File: config.mk
export PLATFORM = sky130hd
export DESIGN_NAME = pktsw_top
export DESIGN_NICKNAME = d
export VERILOG_FILES = /design/src/rtl/pktsw_pkg.sv /design/src/rtl/pktsw_ingress.sv /design/src/rtl/pktsw_egress.sv /design/src/rtl/pktsw_top.sv
export SDC_FILE = /design/constraint.sdc
export NUM_CORES = 1
export LEC_CHECK = 0
export ABC_AREA = 1
export ABC_CLOCK_PERIOD_IN_PS = 3710
export BUFFER_PORTS_ARGS = -buffer_cell sky130_fd_sc_hd__buf_2
export CORE_MARGIN = 3
export CORE_UTILIZATION = 40
export DETAILED_ROUTE_END_ITERATION = 8
export PLACE_DENSITY = 0.58
export SLEW_MARGIN = 5
export SYNTH_ARGS = -nofsm -noshare
export SYNTH_HDL_FRONTEND = slang
export SYNTH_HIERARCHICAL = 1
export SYNTH_SLANG_ARGS = --single-unit
File: constraint.sdc
create_clock -name clk -period 3.71 [get_ports clk]
set_clock_uncertainty 0.05 [all_clocks]
set_input_delay 0.742 -clock clk [delete_from_list [all_inputs] [get_ports clk]]
set_output_delay 0.742 -clock clk [all_outputs]
set_load 0.005 [all_outputs]
File: src/rtl/pktsw_pkg.sv
package pktsw_pkg;

    // Header field layout shared by ingress and egress logic
    localparam int HDR_DST_LSB = 24;
    localparam int HDR_SRC_LSB = 16;
    localparam int HDR_LEN_W   = 16;

    // Ingress: kind of the next word to be accepted on the link
    typedef enum logic {
        IN_EXPECT_HDR,
        IN_EXPECT_PAY
    } in_state_e;

    // Egress: lock state of one output
    typedef enum logic [1:0] {
        OUT_IDLE,
        OUT_HEAD,
        OUT_BODY
    } out_state_e;

endpackage

File: src/rtl/pktsw_ingress.sv
module pktsw_ingress
    import pktsw_pkg::*;
#(
    parameter int W       = 32,
    parameter int NP      = 4,
    parameter int LEN_W   = HDR_LEN_W,
    parameter int DST_LSB = HDR_DST_LSB
) (
    input  logic          clk,
    input  logic          rst_n,
    input  logic          in_valid,
    input  logic [W-1:0]  in_data,
    output logic          in_ready,
    input  logic          pop,
    output logic          hold_vld,
    output logic [W-1:0]  hold_data,
    output logic [NP-1:0] req_oh
);
    localparam int PW = $clog2(NP);

    in_state_e        state_q, state_d;
    logic [LEN_W-1:0] left_q, left_d;
    logic             head_q;
    logic             take;
    logic [LEN_W-1:0] hdr_len;
    logic [PW-1:0]    dst_port;

    always_comb begin
        in_ready = !hold_vld || pop;
        take     = in_valid && in_ready;
        hdr_len  = in_data[LEN_W-1:0];
    end

    // Next-state logic: tracks packet boundaries on the incoming link
    always_comb begin
        state_d = state_q;
        left_d  = left_q;
        if (take) begin
            unique case (state_q)
                IN_EXPECT_HDR: begin
                    left_d  = hdr_len;
                    state_d = (hdr_len != '0) ? IN_EXPECT_PAY : IN_EXPECT_HDR;
                end
                IN_EXPECT_PAY: begin
                    left_d = left_q - LEN_W'(1);
                    if (left_q == LEN_W'(1)) begin
                        state_d = IN_EXPECT_HDR;
                    end
                end
            endcase
        end
    end

    always_ff @(posedge clk) begin
        if (!rst_n) begin
            state_q <= IN_EXPECT_HDR;
            left_q  <= '0;
        end else begin
            state_q <= state_d;
            left_q  <= left_d;
        end
    end

    // Word register with its header tag
    always_ff @(posedge clk) begin
        if (!rst_n) begin
            hold_vld  <= 1'b0;
            hold_data <= '0;
            head_q    <= 1'b0;
        end else if (take) begin
            hold_vld  <= 1'b1;
            hold_data <= in_data;
            head_q    <= (state_q == IN_EXPECT_HDR);
        end else if (pop) begin
            hold_vld  <= 1'b0;
        end
    end

    // Fixed route table: destination id modulo port count
    assign dst_port = hold_data[DST_LSB +: PW];

    generate
        for (genvar o = 0; o < NP; o++) begin : g_req
            assign req_oh[o] = hold_vld && head_q && (dst_port == PW'(o));
        end
    endgenerate


    held_word_kept_chk: assert property (@(posedge clk) disable iff (!rst_n)
        (hold_vld && !pop) |=> (hold_vld && $stable(hold_data)));

endmodule

File: src/rtl/pktsw_egress.sv
module pktsw_egress
    import pktsw_pkg::*;
#(
    parameter int W     = 32,
    parameter int NP    = 4,
    parameter int LEN_W = HDR_LEN_W
) (
    input  logic                  clk,
    input  logic                  rst_n,
    input  logic [NP-1:0]         req,
    input  logic [NP-1:0]         hold_vld,
    input  logic [NP-1:0][W-1:0]  hold_data,
    input  logic                  out_ready,
    output logic                  out_valid,
    output logic [W-1:0]          out_data,
    output logic [NP-1:0]         take_oh
);
    localparam int PW = $clog2(NP);

    out_state_e       state_q, state_d;
    logic [PW-1:0]    owner_q, owner_d;
    logic [LEN_W-1:0] cnt_q, cnt_d;
    logic [PW-1:0]    win;
    logic             fire;
    logic [LEN_W-1:0] hdr_len;

    // Fixed priority: lowest index written last wins
    always_comb begin
        win = '0;
        for (int i = NP - 1; i >= 0; i--) begin
            if (req[i]) begin
                win = PW'(i);
            end
        end
    end

    // Output process
    always_comb begin
        out_valid = (state_q != OUT_IDLE) && hold_vld[owner_q];
        out_data  = hold_data[owner_q];
        fire      = out_valid && out_ready;
        take_oh   = fire ? (NP'(1) << owner_q) : '0;
        hdr_len   = out_data[LEN_W-1:0];
    end

    // Next-state logic
    always_comb begin
        state_d = state_q;
        owner_d = owner_q;
        cnt_d   = cnt_q;
        unique case (state_q)
            OUT_IDLE: begin
                if (|req) begin
                    state_d = OUT_HEAD;
                    owner_d = win;
                end
            end
            OUT_HEAD: begin
                if (fire) begin
                    if (hdr_len == '0) begin
                        state_d = OUT_IDLE;
                    end else begin
                        cnt_d   = hdr_len;
                        state_d = OUT_BODY;
                    end
                end
            end
            OUT_BODY: begin
                if (fire) begin
                    cnt_d = cnt_q - LEN_W'(1);
                    if (cnt_q == LEN_W'(1)) begin
                        state_d = OUT_IDLE;
                    end
                end
            end
            default: state_d = OUT_IDLE;
        endcase
    end

    // State register process
    always_ff @(posedge clk) begin
        if (!rst_n) begin
            state_q <= OUT_IDLE;
            owner_q <= '0;
            cnt_q   <= '0;
        end else begin
            state_q <= state_d;
            owner_q <= owner_d;
            cnt_q   <= cnt_d;
        end
    end


    stall_hold_chk: assert property (@(posedge clk) disable iff (!rst_n)
        (out_valid && !out_ready) |=> (out_valid && $stable(out_data)));


    top_prio_chk: assert property (@(posedge clk) disable iff (!rst_n)
        (state_q == OUT_IDLE && req[0]) |=> (state_q == OUT_HEAD && owner_q == '0));


    lock_hold_chk: assert property (@(posedge clk) disable iff (!rst_n)
        (state_q == OUT_BODY) |=> (state_q == OUT_IDLE || $stable(owner_q)));


    empty_release_chk: assert property (@(posedge clk) disable iff (!rst_n)
        (state_q == OUT_HEAD && fire && hdr_len == '0) |=> (state_q == OUT_IDLE));

endmodule

File: src/rtl/pktsw_top.sv
module pktsw_top
    import pktsw_pkg::*;
#(
    parameter int NP      = 4,
    parameter int W       = 32,
    parameter int LEN_W   = HDR_LEN_W,
    parameter int DST_LSB = HDR_DST_LSB
) (
    input  logic                 clk,
    input  logic                 rst_n,
    input  logic [NP-1:0]        in_valid,
    input  logic [NP-1:0][W-1:0] in_data,
    output logic [NP-1:0]        in_ready,
    output logic [NP-1:0]        out_valid,
    output logic [NP-1:0][W-1:0] out_data,
    input  logic [NP-1:0]        out_ready
);
    logic [NP-1:0]          hold_vld;
    logic [NP-1:0][W-1:0]   hold_data;
    logic [NP-1:0][NP-1:0]  req_m;   // [input][output]
    logic [NP-1:0][NP-1:0]  req_t;   // [output][input]
    logic [NP-1:0][NP-1:0]  take_m;  // [output][input]
    logic [NP-1:0][NP-1:0]  take_t;  // [input][output]
    logic [NP-1:0]          pop;

    generate
        for (genvar i = 0; i < NP; i++) begin : g_in
            pktsw_ingress #(
                .W(W), .NP(NP), .LEN_W(LEN_W), .DST_LSB(DST_LSB)
            ) u_in (
                .clk      (clk),
                .rst_n    (rst_n),
                .in_valid (in_valid[i]),
                .in_data  (in_data[i]),
                .in_ready (in_ready[i]),
                .pop      (pop[i]),
                .hold_vld (hold_vld[i]),
                .hold_data(hold_data[i]),
                .req_oh   (req_m[i])
            );

            for (genvar o = 0; o < NP; o++) begin : g_x
                assign req_t[o][i]  = req_m[i][o];
                assign take_t[i][o] = take_m[o][i];
            end

            assign pop[i] = |take_t[i];


            single_grant_chk: assert property (@(posedge clk) disable iff (!rst_n)
                $onehot0(take_t[i]));
        end

        for (genvar o = 0; o < NP; o++) begin : g_out
            pktsw_egress #(
                .W(W), .NP(NP), .LEN_W(LEN_W)
            ) u_out (
                .clk      (clk),
                .rst_n    (rst_n),
                .req      (req_t[o]),
                .hold_vld (hold_vld),
                .hold_data(hold_data),
                .out_ready(out_ready[o]),
                .out_valid(out_valid[o]),
                .out_data (out_data[o]),
                .take_oh  (take_m[o])
            );
        end
    endgenerate

endmodule

Word-level counts from Yosys, hierarchy flattened
Cells that the tools add are included.
Word-level totals
  latch bits: 0
  input port bits: 138
  bits in writable memories: 0
  logic and storage cells: 288
  bits in registers: 284
  bits in read-only memories: 0
  memories: 0
  output and inout bits: 136
Operators by class
  multiplexer cells: 100
  reductions and logical operators: 88
  shifts and indexed selects: 4
  div/mod/pow operators: 0
  eq/ne operators: 48
  $add $sub $neg: 8
  multiply operators: 0
  bitwise operators: 4
  magnitude comparators: 4
Operator list (number)
  binary-select mux 32 bit (select 2 bit): 4
  case mux 16 bit (2 select lines): 8
  2-to-1 mux 16 bit: 12
  equality test 16 x 1 -> 1 bit, second input constant: 8
  2-to-1 mux 32 bit: 4
  subtractor 16 x 1 -> 16 bit, second input constant: 8
  2-to-1 mux 2 bit: 36
  zero test 16 bit: 4
  nonzero test 16 bit: 4
  logical AND 1 bit: 32
  != test 2 x 1 -> 1 bit, second input constant: 16
  AND reduction 4 bit: 8
  OR reduction 4 bit: 8
  equality test 2 bit, second input constant: 12
  case mux 2 bit (3 select lines): 4
  nonzero test 2 bit: 12
  2-to-1 mux 1 bit: 20
  equality test 2 x 1 -> 1 bit, second input constant: 8
  zero test 2 bit: 8
  2-to-1 mux 4 bit: 4
  << shifter 1 x 2 -> 4 bit, first input constant: 4
  < comparator 2 x 3 -> 1 bit, second input constant: 4
  binary-select mux 1 bit (select 2 bit): 4
  != test 2 bit, second input constant: 4
  other kinds (5): 20

Longest topological paths before layout
Gate-level depths: netlist (run 1).
  depth in word-level cells: 9
  depth in mapped cells: 22
  mapped depth without buffers: 20

Hierarchy
Netlist (run 1), hierarchy kept.
Modules (own cells, without submodules)
  pktsw_ingress: seq. area each 1021.0 µm², area each 2406.1 µm², instances 4, cells an instance 345
  pktsw_egress at g_out[0].u_out ...: seq. area each 400.4 µm², area each 2561.2 µm², instances 2, cells an instance 509
  pktsw_egress at g_out[2].u_out ...: seq. area each 400.4 µm², area each 2558.7 µm², instances 2, cells an instance 509
  pktsw_top: seq. area each 0.0 µm², area each 45.0 µm², instances 1, cells an instance 12

Worst setup path after synthesis (run 1)
No wires, ideal clock.
  kind: reg2out
  start: register g_out[3].u_out.owner_q[0]
  end: output in_ready[0]
  required time: 2918 ps
  arrival: 1602 ps
  path buffers: 3
  setup slack: 1316 ps
  cell stages (with the launch flop): 9
  path through: dfxtp_1 > clkbuf_1 > clkbuf_1 > clkbuf_1 > nor3_1 > nor2_1 > nand2_1 > inv_1 > nand2_4
RTL lines
  start, declared: RTL line pktsw_egress.sv:21  | logic [PW-1:0] owner_q, owner_d;
  start signal, assigned: RTL line pktsw_egress.sv:88  | owner_q <= owner_d;
  end, declared: RTL line pktsw_top.sv:13  | output logic [NP-1:0] in_ready,

==> results.json, run 1 <==
{
  "r2r_setup_slack_ns": 0.43,
  "antenna_found_initial": 2,
  "synthSimpleGateAreaFrac_pct": 45.35,
  "ys_top_cells_by_area": "dfxtp_1, nand2_1, nor2_1",
  "routed.top_layer": "met5",
  "leakage_nw": 11.02,
  "die-width_microns": 229.1,
  "cts.hold.buffers_added": 0,
  "core_sq_mm": 0.04905,
  "drt_iter0_drc": 2359,
  "crit_top_cell": "nand2_1",
  "synth-edff-count": 0,
  "clk_pin_slew_ns": 0.06,
  "clock.fmax_mhz": 295.5,
  "cts_buffers": 35,
  "whs_ns": 0.3704,
  "cp-start-kind": "flip-flop",
  "synth_seq_area_share_pct": 28.56,
  "ys_ff_latch": 284,
  "drt-wirelength-per-cell_microns": 19.33,
  "cts_tree": "done",
  "met3_length_mm": 6.524,
  "fillCellCount": 5247,
  "areaGrowthSynthToFinish_pct": 14.44,
  "clk_latency_ns": 0.57,
  "io_pins": 274,
  "synth.avg_cell_area_sq_um": 5.808,
  "firstDrtPassIters": 9,
  "postCtsSetupBuffers": 0,
  "required_ns": 2.92,
  "ys.flop_type": "dfxtp_1",
  "io_buffers": 273,
  "synth_top_family_by_area": "simple AND/OR/NAND/NOR gates",
  "drc": 0,
  "placed_cells": 4227,
  "synth_nets": 3582,
  "clk_path_buf_depth": 3,
  "path_depth": 11,
  "synthAdderAreaFrac_pct": 1.006,
  "cts_sinks": 284,
  "yosysTopAreaCell": "dfxtp_1",
  "synth_xor_area_share_pct": 0.1760,
  "cp-end-kind": "output pin",
  "grt_usage_pct": 30.17,
  "setup_slack_ns": 0.3256,
  "crit_chain": "inv_2 -> nor2_2 -> nand2_1 -> a31oi_2 -> nand2_2 -> nor3_1 -> nor2_1 -> nand2_1 -> inv_1 -> nand2_4 -> buf_2",
  "stdcell_count": 4291,
  "synth_cells": 3428,
  "cap_violations": 0,
  "synth-compound-area-share_pct": 14.58,
  "hp-class": "input port to flip-flop",
  "fin_setup_tns_ns": 0,
  "cts.htree.levels": 2,
  "cellPowerDensity_mw_per_mm2": 495.3,
  "finalNetCount": 3754,
  "yosysUniqueCellTypes": 36,
  "grt_max_degree": 81,
  "ys_async_sr_fraction_pct": 0,
  "final-hold-violation-count": 0,
  "cp-startpoint": "g_out[2].u_out/owner_q[0]",
  "tightest_slew_ns": 0.8626,
  "holdCritStartpoint": "in_data[53]",
  "synthMuxAreaShare_pct": 0,
  "wl_met1_mm": 35.45,
  "post-place-ws_ns": 0.5154,
  "cts-root-buf": "clkbuf_16",
  "critPathMaxStageDelay_ns": 0.60,
  "cp_data_arrival_time_ns": 2.59,
  "wl_met2_mm": 37.75,
  "drive_above_1_share_pct": 13.32,
  "row_count": 81,
  "cts_resized": 0,
  "dieArea_sq_mm": 0.05249,
  "num_vias": 23810,
  "totalWireLength_mm": 82.93,
  "crit_family": "simple AND/OR/NAND/NOR gates",
  "layout_min_cycle_time_ns": 3.384,
  "yosys_warnings": 6,
  "grt_pass1_wl_mm": 126.3,
  "syn-cell-area_sq_mm": 0.01991,
  "path_class": "flip-flop to output pin",
  "vias_per_cell": 5.549,
  "rr_startpoint": "g_out[3].u_out/owner_q[0]",
  "grt_overflow": 0,
  "setup_viol": 0,
  "peakVddDrop_v": 0.0003003,
  "r2r_cells": 14,
  "die_h_microns": 229.1,
  "fin_crit_sh_pct": 91.22,
  "relSlewSlack_pct": 42.50,
  "start_util_pct": 40.59,
  "rsz0062_at_grt": "false",
  "synth_top_cell_area_share_pct": 28.56,
  "outcome": "completed",
  "first_global_vias": 21720,
  "cp_max_fo": 18,
  "slowest_stage": "dfxtp_2",
  "maxSlewViolCount": 0,
  "min_delay_path_depth": 3,
  "dpl.hpwl_mm": 62.55,
  "crit_buf_inv": 3,
  "gp_congestion": 0.9867,
  "antenna_cells": 0,
  "ant_nets": 0
}
## placed cells by master, fill, tap and decap left out, types with 6 or more instances in the layout
cell	instances
a211oi_1	8
a21oi_1	168
a22oi_1	64
a31oi_1	16
buf_2	272
buf_4	49
clkbuf_16	35
clkbuf_8	6
clkinv_1	44
clkinv_2	7
dfxtp_1	276
dfxtp_2	8
ha_1	16
inv_1	228
inv_2	24
nand2_1	1032
nand2_2	12
nand2_4	8
nand3_1	356
nand4_1	84
nor2_1	524
nor2_2	16
nor2_4	20
nor3_1	40
nor4_1	12
o211ai_1	12
o21ai_0	220
o21ai_1	12
o22ai_1	8
## power breakdown
group          internal, W  switching, W  total (W)
logic              0.00124       0.00252    0.00376
registers          0.00337      0.000475    0.00384
clock network      0.00217       0.00151    0.00368
total              0.00678       0.00450     0.0113
## routing by layer
layer  global-route usage [%]  vias up
met3                    4.614      184
met5                        0        -
li1                         -    11490
met4                    11.33        2
met1                    39.90    11020
met2                    49.72     1109
## registers in the layout, summed over array words and instances, names as in the netlist
name and count:
g_out.u_out/owner_q 8, g_in.u_in/state_q 4, g_in.u_in/hold_data 128, g_in.u_in/head_q 4, g_out.u_out/state_q 8, g_in.u_in/left_q 64
g_in.u_in/hold_vld 4, g_out.u_out/cnt_q 64
## cells by family after synthesis
family / count (synthesis)
and+or+nand+nor: 2120
AOI/OAI and AO/OA: 520
buffers and inverters: 484
DFF: 284
adders and majority gates: 16
xor gates and xnor gates: 4
## cell usage after synthesis (16+ instances only)
master / number
nor2_1: 524
nor3_1: 40
buf_1: 22
o21ai_0: 220
nor2_4: 20
nor2_2: 16
nand3_1: 356
a21oi_1: 168
nand4_1: 84
dfxtp_1: 284
buf_2: 54
inv_2: 24
inv_1: 228
nand2_1: 1032
clkbuf_1: 78
buf_4: 22
ha_1: 16
clkinv_1: 44
a31oi_1: 16
a22oi_1: 64
## worst paths after layout
| check | end |
|---|---|
| max | in_ready[2] |
| min reg2reg | g_in[2].u_in/head_q |
| min | g_in[1].u_in/hold_data[21] |
| max reg2reg | g_out[3].u_out/cnt_q[13] |
## through the flow
stage | utilization [%] | total power, W | cell area (sq um)
after floorplan | - | 0.006363 | 19910
after global placement | 43.96 | 0.007544 | 21560
after detailed placement | 43.96 | 0.007586 | 21560
after CTS | 46.45 | 0.01131 | 22780
after global routing | 46.45 | 0.01200 | 22780
final | 46.45 | 0.01128 | 22780
## tightest hold or removal path: cells and delay by family
kind / cells / cell delay, ns
buffers and inverters: 1 / 0.07
AOI/OAI and AO/OA: 1 / 0.07
and+or+nand+nor: 1 / 0.07
## final cells by class
| cell class | count | area [sq um] | area share [%] |
|---|---|---|---|
| timing repair buffer | 323 | 1760 | 7.727 |
| multi-input combinational | 2660 | 12170 | 53.40 |
| tap | 664 | 830.8 | 3.647 |
| sequential | 284 | 5695 | 25.00 |
| clock inverter | 19 | 245.2 | 1.076 |
| inverter | 296 | 1111 | 4.877 |
| clock buffer | 45 | 973.4 | 4.273 |
(Power assumes the default switching activity.)
==> run 2: changes to the inputs <==
--- a/config.mk
+++ b/config.mk
@@ -11,6 +11,7 @@
 export CORE_MARGIN = 3
 export CORE_UTILIZATION = 40
 export DETAILED_ROUTE_END_ITERATION = 8
+export MAX_ROUTING_LAYER = met4
 export PLACE_DENSITY = 0.58
 export SLEW_MARGIN = 5
 export SYNTH_ARGS = -nofsm -noshare
==> run 2 against run 1 <==
Net effect:
- largest cell class unchanged
- total power up 0.39%
- core utilization about the same
- maximum frequency is 0.40% higher
- sequential share of layout area is essentially flat
- register-to-register slack lost 0.04 ns
- highest routed layer is now met4
==> results.json, run 2 (same netlist as run 1, synthesis figures left out) <==
{
  "leakage_nw": 11.01,
  "cts_resized": 0,
  "grt_overflow": 0,
  "first_global_vias": 21350,
  "final_cell_mix": "nand2_1, nor2_1, nand3_1",
  "p_clk_share_pct": 32.8,
  "setup_viol": 0,
  "tightest_slew_ns": 0.8503,
  "clk_pin_slew_ns": 0.06,
  "cap_violations": 0,
  "max_flop_register": "g_in.u_in/hold_data",
  "rsz0062_at_grt": "false",
  "clock.fmax_mhz": 296.7,
  "cts_buffers": 36,
  "outcome": "completed",
  "p_comb_share_pct": 33.2,
  "layout_min_cycle_time_ns": 3.371,
  "reg_top3": "g_in.u_in/hold_data x128, g_in.u_in/left_q x64, g_out.u_out/cnt_q x64",
  "cts_tree": "done",
  "clk_path_buf_depth": 3,
  "finalNetCount": 3751,
  "cp_data_arrival_time_ns": 2.58,
  "hp-class": "input port to flip-flop",
  "swShare_pct": 39.68,
  "crit_chain": "inv_2 -> nor2_2 -> nand2_1 -> a31oi_2 -> nand2_2 -> nor3_1 -> nor2_1 -> nand2_1 -> inv_1 -> nand2_4 -> buf_2",
  "num_vias": 23620,
  "switchingPower_w": 0.004495,
  "gp_congestion": 0.9715,
  "row_count": 81,
  "postCtsSetupBuffers": 0,
  "stdcell_count": 4287,
  "cellPowerDensity_mw_per_mm2": 497.3,
  "seqPwrFrac_pct": 34.0,
  "die-width_microns": 229.1,
  "grt_usage_pct": 31.25,
  "cp_max_fo": 19,
  "fillCellCount": 5336,
  "dpl.hpwl_mm": 63.14,
  "required_ns": 2.92,
  "crit_top_cell": "nand2_1",
  "intPower_w": 0.006833,
  "critPathMaxStageDelay_ns": 0.51,
  "firstDrtPassIters": 6,
  "path_class": "flip-flop to output pin",
  "grt_max_degree": 86,
  "drt_iter0_drc": 2398,
  "cts_sinks": 284,
  "fin_setup_tns_ns": 0,
  "io_buffers": 273,
  "cts-root-buf": "clkbuf_16",
  "clk_latency_ns": 0.58,
  "die_h_microns": 229.1,
  "cp-start-kind": "flip-flop",
  "cts.htree.levels": 2,
  "io_pins": 274,
  "ant_nets": 0,
  "placed_cells": 4223,
  "peakVddDrop_v": 0.0002718,
  "relSlewSlack_pct": 43.15,
  "slowest_stage": "dfxtp_2",
  "fin_crit_sh_pct": 90.86,
  "drive_above_1_share_pct": 13.09,
  "grt_pass1_wl_mm": 126.4,
  "cp-end-kind": "output pin",
  "final-hold-violation-count": 0,
  "dieArea_sq_mm": 0.05249,
  "drc": 0,
  "antenna_found_initial": 2,
  "final_common_cell": "nand2_1",
  "core_sq_mm": 0.04905,
  "totalWireLength_mm": 83.32,
  "areaGrowthSynthToFinish_pct": 14.43,
  "cts.hold.buffers_added": 0,
  "start_util_pct": 40.59,
  "largest_reg_flops": 128,
  "vias_per_cell": 5.510,
  "drt-wirelength-per-cell_microns": 19.43,
  "maxSlewViolCount": 0
}
run 2: cell type report:
| type | instances | area (sq um) | share of cell area, % |
|---|---|---|---|
| Clock inverter | 19 | 289.0 | 1.269 |
| Inverter | 296 | 1111 | 4.877 |
| Multi-Input combinational cell | 2660 | 12170 | 53.41 |
| Tap cell | 664 | 830.8 | 3.647 |
| Sequential cell | 284 | 5695 | 25.00 |
| Timing Repair Buffer | 319 | 1755 | 7.705 |
| Clock buffer | 44 | 930.9 | 4.086 |
| Antenna cell | 1 | 2.502 | 0.01098 |
run 2: worst max-delay path: cells and delay by family, from the launching register on:
kind | cells | cell delay, ns
flip-flops | 1 | 0.51
buffers and inverters | 3 | 0.46
AO/OA/AOI/OAI | 1 | 0.22
AND/OR/NAND/NOR | 7 | 0.81
run 2: path summary, 6_finish.rpt:
| kind | startpoint | endpoint | slack (ns) | cells after the start |
|---|---|---|---|---|
| min reg2reg | g_in[1].u_in/head_q | g_in[1].u_in/head_q | 0.42 | 2 |
| max | g_out[3].u_out/owner_q[0] | in_ready[3] | 0.34 | 11 |
| min | in_data[126] | g_in[3].u_in/hold_data[30] | 0.36 | 3 |
| max reg2reg | g_out[1].u_out/state_q[1] | g_out[1].u_out/cnt_q[3] | 0.39 | 10 |
run 2: per-layer routing:
metal	track usage, %	wire [microns]	vias up	share of wire, %
met2	49.91	38460	954	46
met3	3.881	5659	172	6.8
met1	40.86	36290	11020	44
met4	10.98	2909	0	3.5
met5	-	0	-	0
li1	-	-	11480	-
run 2: per-stage QoR:
| stage | hold WS [ns] | power, W | util [%] | setup WS [ns] | area, sq um |
|---|---|---|---|---|---|
| 4_1_cts | 0.3466 | 0.01134 | 46.44 | 0.3756 | 22780 |
| 5_1_grt | 0.3618 | 0.01203 | 46.44 | 0.08256 | 22780 |
| 2_1_floorplan | 0.3946 | 0.006363 | - | 1.316 | 19910 |
| 6_report | 0.3637 | 0.01133 | 46.44 | 0.3392 | 22780 |
| 3_3_place_gp | 0.4125 | 0.007557 | 43.95 | 0.4337 | 21560 |
| 3_5_place_dp | 0.4121 | 0.007594 | 43.95 | 0.4366 | 21560 |
run 2: power groups by stage:
stage / clock network, W / logic (W) / registers (W)
global placement: 0 / 0.00367 / 0.00389
finish: 0.00372 / 0.00376 / 0.00385
CTS: 0.00379 / 0.00372 / 0.00383
detailed placement: 0 / 0.00370 / 0.00389
global route: 0.00390 / 0.00425 / 0.00387
floorplan: 0 / 0.00268 / 0.00368
